[config.mk]
export PLATFORM = sky130hd
export DESIGN_NAME = ecc_syndrome_decoder
export DESIGN_NICKNAME = d
export VERILOG_FILES = /design/src/rtl/ecc_dec_pkg.sv /design/src/rtl/ecc_repack.sv /design/src/rtl/ecc_popcount.sv /design/src/rtl/ecc_classifier.sv /design/src/rtl/ecc_bit_repair.sv /design/src/rtl/ecc_syndrome_decoder.sv
export SDC_FILE = /design/constraint.sdc
export NUM_CORES = 1
export LEC_CHECK = 0
export ABC_CLOCK_PERIOD_IN_PS = 6300
export BUFFER_PORTS_ARGS = -buffer_cell sky130_fd_sc_hd__buf_2
export CAP_MARGIN = 5
export CORE_AREA = 2 2 56 79
export CTS_BUF_LIST = sky130_fd_sc_hd__clkbuf_2
export CTS_CLUSTER_SIZE = 30
export DETAILED_ROUTE_END_ITERATION = 12
export DIE_AREA = 0 0 58 81
export GPL_TIMING_DRIVEN = 0
export PLACE_DENSITY = 0.8
export SKIP_CTS_REPAIR_TIMING = 1
export SKIP_LAST_GASP = 1
export SYNTH_ARGS = -nofsm -noshare
export SYNTH_HDL_FRONTEND = slang
export SYNTH_SLANG_ARGS = --single-unit
[constraint.sdc]
create_clock -name clk -period 6.3 [get_ports clk]
set_input_delay 0.63 -clock clk [delete_from_list [all_inputs] [get_ports clk]]
set_output_delay 0.63 -clock clk [all_outputs]
set_load 0.02 [all_outputs]
[src/rtl/ecc_dec_pkg.sv]
// Package ecc_dec_pkg
// Holds the widths and result encodings that the syndrome decoder and its
// checker share. Assumes a 24-bit code made of three 8-bit bytes that
// protects a 512-byte chunk.
package ecc_dec_pkg;

    localparam int ECC_BYTE_W = 8;
    localparam int ECC_BYTES  = 3;
    localparam int CODE_W     = ECC_BYTES * ECC_BYTE_W;
    localparam int HALF_W     = ECC_BYTE_W + ECC_BYTE_W / 2;
    localparam int WORD_W     = 32;
    localparam int HI_LSB     = WORD_W / 2;
    localparam int BIT_IDX_W  = 3;
    localparam int BYTE_OFF_W = HALF_W - BIT_IDX_W;
    localparam int CNT_W      = $clog2(WORD_W + 1);

    typedef enum logic [2:0] {
        ST_CLEAN   = 3'd0,
        ST_FIXED   = 3'd1,
        ST_ECC_BAD = 3'd2,
        ST_ERASED  = 3'd3,
        ST_UNCORR  = 3'd4
    } ecc_status_e;

    typedef struct packed {
        ecc_status_e            status;
        logic [BYTE_OFF_W-1:0]  byte_off;
        logic [BIT_IDX_W-1:0]   bit_idx;
    } ecc_result_t;

endpackage

[src/rtl/ecc_repack.sv]
// Module ecc_repack
// Expands one 3-byte code into a word with two 12-bit halves: byte0 and the
// low nibble of byte2 form the lower half, byte1 and the high nibble of
// byte2 form the upper half starting at WORD_W/2. All other bits are zero.
// Assumes BYTE_W is even and WORD_W/2 is at least BYTE_W + BYTE_W/2.
module ecc_repack #(
    parameter int BYTE_W = 8,
    parameter int WORD_W = 32
) (
    input  logic [3*BYTE_W-1:0] triplet,
    output logic [WORD_W-1:0]   word
);
    localparam int NIB_W  = BYTE_W / 2;
    localparam int HALF_W = BYTE_W + NIB_W;
    localparam int HI_LSB = WORD_W / 2;

    logic [BYTE_W-1:0] b0, b1, b2;

    assign b0 = triplet[0*BYTE_W +: BYTE_W];
    assign b1 = triplet[1*BYTE_W +: BYTE_W];
    assign b2 = triplet[2*BYTE_W +: BYTE_W];

    // Place the bytes and nibbles into the two halves.
    always_comb begin
        word                   = '0;
        word[0 +: HALF_W]      = {b2[NIB_W-1:0], b0};
        word[HI_LSB +: HALF_W] = {b2[BYTE_W-1:NIB_W], b1};
    end

endmodule

[src/rtl/ecc_popcount.sv]
// Module ecc_popcount
// Counts the set bits of a vector, purely combinational.
// Assumes CNT_W is wide enough to hold W.
module ecc_popcount #(
    parameter int W     = 32,
    parameter int CNT_W = $clog2(W + 1)
) (
    input  logic [W-1:0]     vec,
    output logic [CNT_W-1:0] cnt
);
    // Add up the bits one by one.
    always_comb begin
        cnt = '0;
        for (int i = 0; i < W; i++) begin
            cnt = cnt + CNT_W'(vec[i]);
        end
    end

endmodule

[src/rtl/ecc_classifier.sv]
// Module ecc_classifier
// Forms the syndrome of the two expanded words and sorts it by weight:
// zero -> clean, half-width -> correctable data bit, one -> damaged code,
// erased pattern -> erased, anything else -> uncorrectable.
// Location fields are driven only for a correctable error.
module ecc_classifier
    import ecc_dec_pkg::*;
(
    input  logic [WORD_W-1:0] stored_w,
    input  logic [WORD_W-1:0] comp_w,
    output ecc_result_t       result
);
    localparam int                CORR_WEIGHT = HALF_W;
    localparam logic [WORD_W-1:0] HALF_ONES   = (WORD_W'(1) << HALF_W) - WORD_W'(1);
    localparam logic [WORD_W-1:0] ERASED_PAT  = HALF_ONES | (HALF_ONES << HI_LSB);

    logic [WORD_W-1:0] syndrome;
    logic [CNT_W-1:0]  weight;
    logic              erased_hit;

    assign syndrome   = stored_w ^ comp_w;
    assign erased_hit = (stored_w == ERASED_PAT) && (comp_w == '0);

    ecc_popcount #(.W(WORD_W), .CNT_W(CNT_W)) u_weight (
        .vec (syndrome),
        .cnt (weight)
    );

    // Pick the status from the syndrome weight and extract the location.
    always_comb begin
        result = '{status: ST_CLEAN, byte_off: '0, bit_idx: '0};
        if (syndrome == '0) begin
            result.status = ST_CLEAN;
        end else if (weight == CNT_W'(CORR_WEIGHT)) begin
            result.status   = ST_FIXED;
            result.bit_idx  = syndrome[HI_LSB +: BIT_IDX_W];
            result.byte_off = syndrome[HI_LSB + BIT_IDX_W +: BYTE_OFF_W];
        end else if (weight == CNT_W'(1)) begin
            result.status = ST_ECC_BAD;
        end else if (erased_hit) begin
            result.status = ST_ERASED;
        end else begin
            result.status = ST_UNCORR;
        end
    end

endmodule

[src/rtl/ecc_bit_repair.sv]
// Module ecc_bit_repair
// Inverts one bit of a data byte when the held result says "corrected" and
// the byte's offset matches the reported offset; otherwise passes it on.
// Assumes the byte is 2**BIT_IDX_W bits wide.
module ecc_bit_repair
    import ecc_dec_pkg::*;
(
    input  ecc_result_t             held,
    input  logic [ECC_BYTE_W-1:0]   byte_in,
    input  logic [BYTE_OFF_W-1:0]   offset,
    output logic [ECC_BYTE_W-1:0]   byte_out
);
    logic hit;

    assign hit = (held.status == ST_FIXED) && (offset == held.byte_off);

    // Build the flip mask from the bit index and apply it on a hit.
    always_comb begin
        byte_out = byte_in;
        if (hit) begin
            byte_out = byte_in ^ (ECC_BYTE_W'(1) << held.bit_idx);
        end
    end

endmodule

[src/rtl/ecc_syndrome_decoder.sv]
// Module ecc_syndrome_decoder (top)
// Accepts a stored/computed code pair on a valid/ready port, classifies the
// pair and holds the result from the cycle after acceptance until the next
// request. Provides a combinational byte repair port driven by the held
// result. Assumes one request per cycle at most; it never stalls.
module ecc_syndrome_decoder
    import ecc_dec_pkg::*;
#(
    parameter int P_CODE_W  = CODE_W,
    parameter int P_OFF_W   = BYTE_OFF_W,
    parameter int P_IDX_W   = BIT_IDX_W,
    parameter int P_BYTE_W  = ECC_BYTE_W
) (
    input  logic                 clk,
    input  logic                 rst_n,
    input  logic                 req_valid,
    output logic                 req_ready,
    input  logic [P_CODE_W-1:0]  req_stored,
    input  logic [P_CODE_W-1:0]  req_computed,
    output logic                 res_valid,
    output logic [2:0]           res_status,
    output logic [P_OFF_W-1:0]   res_byte_off,
    output logic [P_IDX_W-1:0]   res_bit_idx,
    input  logic [P_BYTE_W-1:0]  fix_byte_in,
    input  logic [P_OFF_W-1:0]   fix_offset,
    output logic [P_BYTE_W-1:0]  fix_byte_out
);
    localparam int N_CODES = 2;   // index 0 stored, index 1 computed

    logic [N_CODES-1:0][P_CODE_W-1:0] codes_in;
    logic [N_CODES-1:0][WORD_W-1:0]   words;
    ecc_result_t                      next_res;
    ecc_result_t                      held_res;
    logic                             accept;

    assign req_ready = 1'b1;
    assign accept    = req_valid && req_ready;
    assign codes_in  = {req_computed, req_stored};

    // One expander per incoming code.
    for (genvar g = 0; g < N_CODES; g++) begin : g_repack
        ecc_repack #(.BYTE_W(ECC_BYTE_W), .WORD_W(WORD_W)) u_repack (
            .triplet (codes_in[g]),
            .word    (words[g])
        );
    end

    ecc_classifier u_classify (
        .stored_w (words[0]),
        .comp_w   (words[1]),
        .result   (next_res)
    );

    // Capture the result on acceptance; keep it otherwise.
    always_ff @(posedge clk) begin
        if (!rst_n) begin
            held_res  <= '{status: ST_CLEAN, byte_off: '0, bit_idx: '0};
            res_valid <= 1'b0;
        end else begin
            res_valid <= accept;
            if (accept) begin
                held_res <= next_res;
            end
        end
    end

    assign res_status   = held_res.status;
    assign res_byte_off = held_res.byte_off;
    assign res_bit_idx  = held_res.bit_idx;

    ecc_bit_repair u_repair (
        .held     (held_res),
        .byte_in  (fix_byte_in),
        .offset   (fix_offset),
        .byte_out (fix_byte_out)
    );

endmodule

# Word level (Yosys, flattened, before mapping)
# Cells that the tools add are included.
[totals]
elab_cells = 54
output_inout_bits = 25
reg_bits = 16
in_bits = 68
[classes]
addsub = 31
n_reduce_logical = 4
bitwise_logic = 2
shifts = 1
mux = 7
eq_ne = 5
[ops]
columns = ["cell", "count"]
rows = [
  ["$add 6x1->6", 22],
  ["$logic_not 32->1", 2],
  ["$xor 28x28->28", 1],
  ["$add 6x1->6 const B", 4],
  ["$eq 24x24->1 const B", 1],
  ["$mux 12", 2],
  ["$mux 3", 4],
  ["$eq 9x9->1", 1],
  ["$mux 8", 1],
  ["$shl 1x3->8 const A", 1],
  ["$xor 8x8->8", 1],
  ["$add 5x1->6", 1],
  ["$eq 6x1->1 const B", 1],
  ["$eq 6x4->1 const B", 1],
  ["$add 4x1->5", 1],
  ["$add 3x1->4", 1],
  ["$add 2x1->3", 1],
  ["$eq 3x1->1 const B", 1],
  ["$add 1x1->2", 1],
  ["$logic_and 1x1->1", 2],
]

# Longest topological paths before layout
[logic_depth]
depth_word = 36
depth_mapped = 19
depth_no_buf = 18

# By module
# From an unflattened synthesis, not the netlist that was laid out.
[unflattened]
hier_cells = 334
hier_area_um2 = 3020.4
[by_module_without_submodules]
columns = ["mod", "seq_area_each_um2", "cells_per_inst", "area_per_inst_um2", "instances"]
rows = [
  ["ecc_popcount", 0.0, 90, 883.3, 1],
  ["ecc_classifier", 0.0, 88, 666.9, 1],
  ["ecc_syndrome_decoder", 320.3, 52, 618.1, 1],
  ["ecc_repack", 0.0, 33, 244.0, 2],
  ["ecc_bit_repair", 0.0, 38, 364.1, 1],
]

# Worst setup path after synthesis
# No wires, ideal clock.
[synth_timing]
path_kind = "input to register"
from = "input req_computed[13]"
to = "register held_res (netlist bit res_status[1])"
t_arrival_ns = 4.980
required_time_ns = 6.183
n_path_buf = 0
setup_ns = 0.117
path_stages = 16
slack_ns = 1.203
path_cell_list = "xor2_1 > inv_1 > fa_1 > fa_1 > fa_1 > fa_1 > fa_1 > inv_1 > ha_1 > inv_1 > fa_1 > xor2_1 > nor2_1 > nand3_1 > or2_2 > a32o_1"
[synth_between]
elab_chain_cells = 16
elab_cells_between_ends = 21
cone_classes = "add/sub (11); eq/ne (2); mux (4); bitwise (1); reduce/logical (3)"
[synth_rtl]
columns = ["element", "line_no", "source"]
rows = [
  ["start, declared", "ecc_syndrome_decoder.sv:19", "input logic [P_CODE_W-1:0] req_computed,"],
  ["$xor 28x28->28", "ecc_classifier.sv:21", "assign syndrome = stored_w ^ comp_w;"],
  ["$add 6x1->6 (11 in a row)", "ecc_popcount.sv:15", "cnt = cnt + CNT_W'(vec[i]);"],
  ["$eq 6x1->1", "ecc_classifier.sv:38", "end else if (weight == CNT_W'(1)) begin"],
  ["$mux 3", "ecc_classifier.sv:38", ""],
  ["$mux 3", "ecc_classifier.sv:34", "end else if (weight == CNT_W'(CORR_WEIGHT)) begin"],
  ["$mux 3 *", "ecc_classifier.sv:32", "if (syndrome == '0) begin"],
  ["end signal, assigned", "ecc_syndrome_decoder.sv:57", "held_res <= '{status: ST_CLEAN, byte_off: '0, bit_idx: '0};"],
  ["end signal, assigned", "ecc_syndrome_decoder.sv:62", "held_res <= next_res;"],
  ["end, declared", "ecc_syndrome_decoder.sv:33", "ecc_result_t held_res;"],
]
# Mark *: on every way between the ends. The rest lies on a longest branch, timed or not.
# A chain may end at the register's enable or synchronous reset.

# Worst setup path in the final report
[layout_timing]
from = "input req_computed[1]"
to = "register held_res (netlist bit res_status[1])"
[layout_between]
elab_chain_cells = 36
elab_cells_between_ends = 41
cone_classes = "add/sub (31); eq/ne (2); mux (4); bitwise (1); reduce/logical (3)"
[layout_rtl]
columns = ["element", "line_no"]
rows = [
  ["$xor 28x28->28", "ecc_classifier.sv:21"],
  ["$add 1x1->2", "ecc_popcount.sv:15"],
  ["$add 2x1->3", "ecc_popcount.sv:15"],
  ["$add 3x1->4", "ecc_popcount.sv:15"],
  ["$add 4x1->5", "ecc_popcount.sv:15"],
  ["$add 5x1->6", "ecc_popcount.sv:15"],
  ["$add 6x1->6 (26 in a row)", "ecc_popcount.sv:15"],
  ["$eq 6x1->1", "ecc_classifier.sv:38"],
  ["$mux 3", "ecc_classifier.sv:38"],
  ["$mux 3", "ecc_classifier.sv:34"],
  ["$mux 3 *", "ecc_classifier.sv:32"],
]
# Marked as above.

==> results_dict.tcl <==
set metrics [dict create \
    area_growth_pct 28.80 \
    grt_max_degree 11 \
    tightestPinTransition_ns 0.5534 \
    grt_pass1_wl_mm 7.686 \
    num_vias 1763 \
    slew_headroom_pct 62.76 \
    die_w_um 58 \
    ys_seq_elements 16 \
    fin_nets 379 \
    syn_area_per_cell_um2 9.577 \
    viasPerCell 5.342 \
    syn_nets 283 \
    cts_tree "built" \
    power_frac_seq_pct 12.7 \
    yosysMostFrequentCell "xnor2_1" \
    status "complete, no violations" \
    dp_hpwl_mm 4.240 \
    finClkSkew_ns 0 \
    clock-root-buffer "clkbuf_2" \
    io_buffers 91 \
    postRouteAntennaNets 0 \
    powerDensity_nw_per_um2 536.9 \
    worstPathArrival_ns 5.53 \
    dp_cells 327 \
    finalNonFillerCells 330 \
    drt-initial-drc-count 82 \
    p_int_uw 593.6 \
    ys_top_cells_by_area "fa_1 19%, dfxtp_1 18%, xnor2_1 12%" \
    initial_core_util_pct 45.01 \
    crit_start "req_computed[1]" \
    path_class "in -> reg" \
    synth_edf_count 0 \
    ys_types 41 \
    post_synth_inst_count 191 \
    clkLatencyLatePin_ns 0.27 \
    start_kind "input port" \
    synth_top_area_share_pct 18.60 \
    gp_congestion 0.8723 \
    ys_seq_area_share_pct 17.51 \
    track_usage_pct 20.87 \
    synth_area_um2 1829 \
    final_cell_area_um2 2356 \
    clkPwrFrac_pct 3.3 \
    min_from "res_status[1]$_SDFFE_PN0P_" \
    fill_cells 386 \
    core_um2 4064 \
    async_flop_share_pct 0 \
    gr-total-overflow 0 \
    die_y_um 81 \
    swShare_pct 53.08 \
    drv_cap 0 \
    dpl_cell_area_um2 2341 \
    finalCritPeriodShare_pct 84.69 \
    clk_pin_slew_ns 0.14 \
    clock_sinks 16 \
    crit_required_ns 6.49 \
    ys_warn_count 0 \
    rsz0062_at_grt "no" \
    fmax_ghz 0.1874 \
    switchingPower_uw 671.4 \
    drive_gt1_share_pct 36.49 \
    drt-total-wl_mm 4.637 \
    fin_crit_ns 5.335 \
    synthFlopType "dfxtp_1" \
    p_leak_uw 0.001118 \
    routedWlPerCell_um 14.05 \
    setup_tns_ns 0 \
    max-vdd-ir-drop_v 0.0005320 \
    synth_common_cells "25 x xnor2_1, 24 x inv_1, 17 x fa_1" \
    hold_class "reg -> reg" \
    grt_pass1_vias 1767 \
    hold-worst-slack_ns 0.5189 \
    drtPass1Iterations 4 \
    cts_inserted_buffers 3 \
    rows 28 \
    endpoint_kind "flop" \
    p_comb_share_pct 83.9 \
    synth_area_leader_cell "fa_1" \
    htree_levels 1 \
    finalSetupViolations 0 \
    slew_viol_final 0 \
    ios 93 \
    worstPathMaxFanout 8 \
    antenna_found_initial 0 \
    cts_buffer_depth 2 \
    reg2reg_from "res_bit_idx[1]$_SDFFE_PN0P_" \
    utilization_pct 57.97 \
    hold_viol_final 0 \
    drc_errors 0 \
    dieArea_um2 4698 \
    diodes 0 \
]
final timing paths:
path	endpoint	cells after the start	slack (ns)
setup / recovery	res_status[1]$_SDFFE_PN0P_	16	0.96
hold / removal	res_status[1]$_SDFFE_PN0P_	1	0.52
setup reg to reg	res_bit_idx[1]$_SDFFE_PN0P_	2	5.45
hold reg to reg	res_status[1]$_SDFFE_PN0P_	1	0.52
critical path, stage by stage:
cell,delay (ns)
buf_2,0.11
xnor2_1,0.38
fa_1,0.52
fa_1,0.52
fa_1,0.53
fa_1,0.52
fa_1,0.49
inv_1,0.07
ha_1,0.17
inv_1,0.06
fa_1,0.40
xor2_1,0.19
nor2_1,0.09
nand3_1,0.24
or2_2,0.35
a32o_1,0.24
layer usage:
metal | routed length, um | vias up | global-route usage [%]
met3 | 253 | 14 | 1.115
li1 | - | 859 | -
met4 | 234 | 0 | 11.40
met5 | 0 | - | 0
met1 | 1546 | 813 | 21.16
met2 | 2602 | 77 | 41.25
power groups by stage:
stage,clock network [uW],registers (uW),logic [uW]
after floorplan,0,200,778
after global placement,0,163,1000
after detailed placement,0,164,1060
after CTS,42.6,161,1060
after global routing,46.3,165,1220
final,42.3,161,1060
registers in the layout, indices dropped and copies added, names as in the netlist:
register,count
res_bit_idx,3
res_byte_off,9
res_status,3
res_valid,1
cells by family after synthesis:
| family | share of synthesized area [%] |
|---|---|
| and+or+nand+nor | 20.73 |
| xor gates and xnor gates | 20.52 |
| buffers and inverters | 6.840 |
| adders and majority gates | 23.39 |
| AOI/OAI and AO/OA | 10.81 |
| DFF | 17.51 |
| other | 0.2050 |
metrics by stage:
step | total power (uW) | worst slack, ns
after floorplan | 978.0 | 1.203
after global placement | 1166 | 0.7394
after detailed placement | 1220 | 0.6571
after CTS | 1266 | 0.9589
after global routing | 1432 | 0.7477
final | 1265 | 0.9646
cells in the final DEF (no fill, tap or decap), types with 2 or more instances in the layout:
cell,instances
a21oi_1,2
a22o_1,2
a22o_2,2
a32o_1,11
and2_1,2
and4b_1,3
buf_2,92
clkbuf_1,3
clkbuf_2,3
dfxtp_1,16
fa_1,17
ha_1,7
inv_1,24
nand2_1,2
nand3_1,4
nand3b_1,2
nand4_1,8
nor2_1,4
nor2b_1,3
nor3_1,7
nor3b_1,2
nor4_1,2
nor4b_1,3
nor4bb_1,7
xnor2_1,25
xor2_1,16
area by class of cell:
type | count | area [um2] | share of cell area, %
well taps | 45 | 56.30 | 2.390
repair buffers | 91 | 455.4 | 19.33
inverters | 24 | 90.09 | 3.824
plain buffers | 6 | 35.03 | 1.487
flip-flops and latches | 16 | 320.3 | 13.60
clock buffers | 3 | 15.01 | 0.6373
multi-input cells | 145 | 1384 | 58.74
Note: power is estimated with default switching activity, not from simulation.
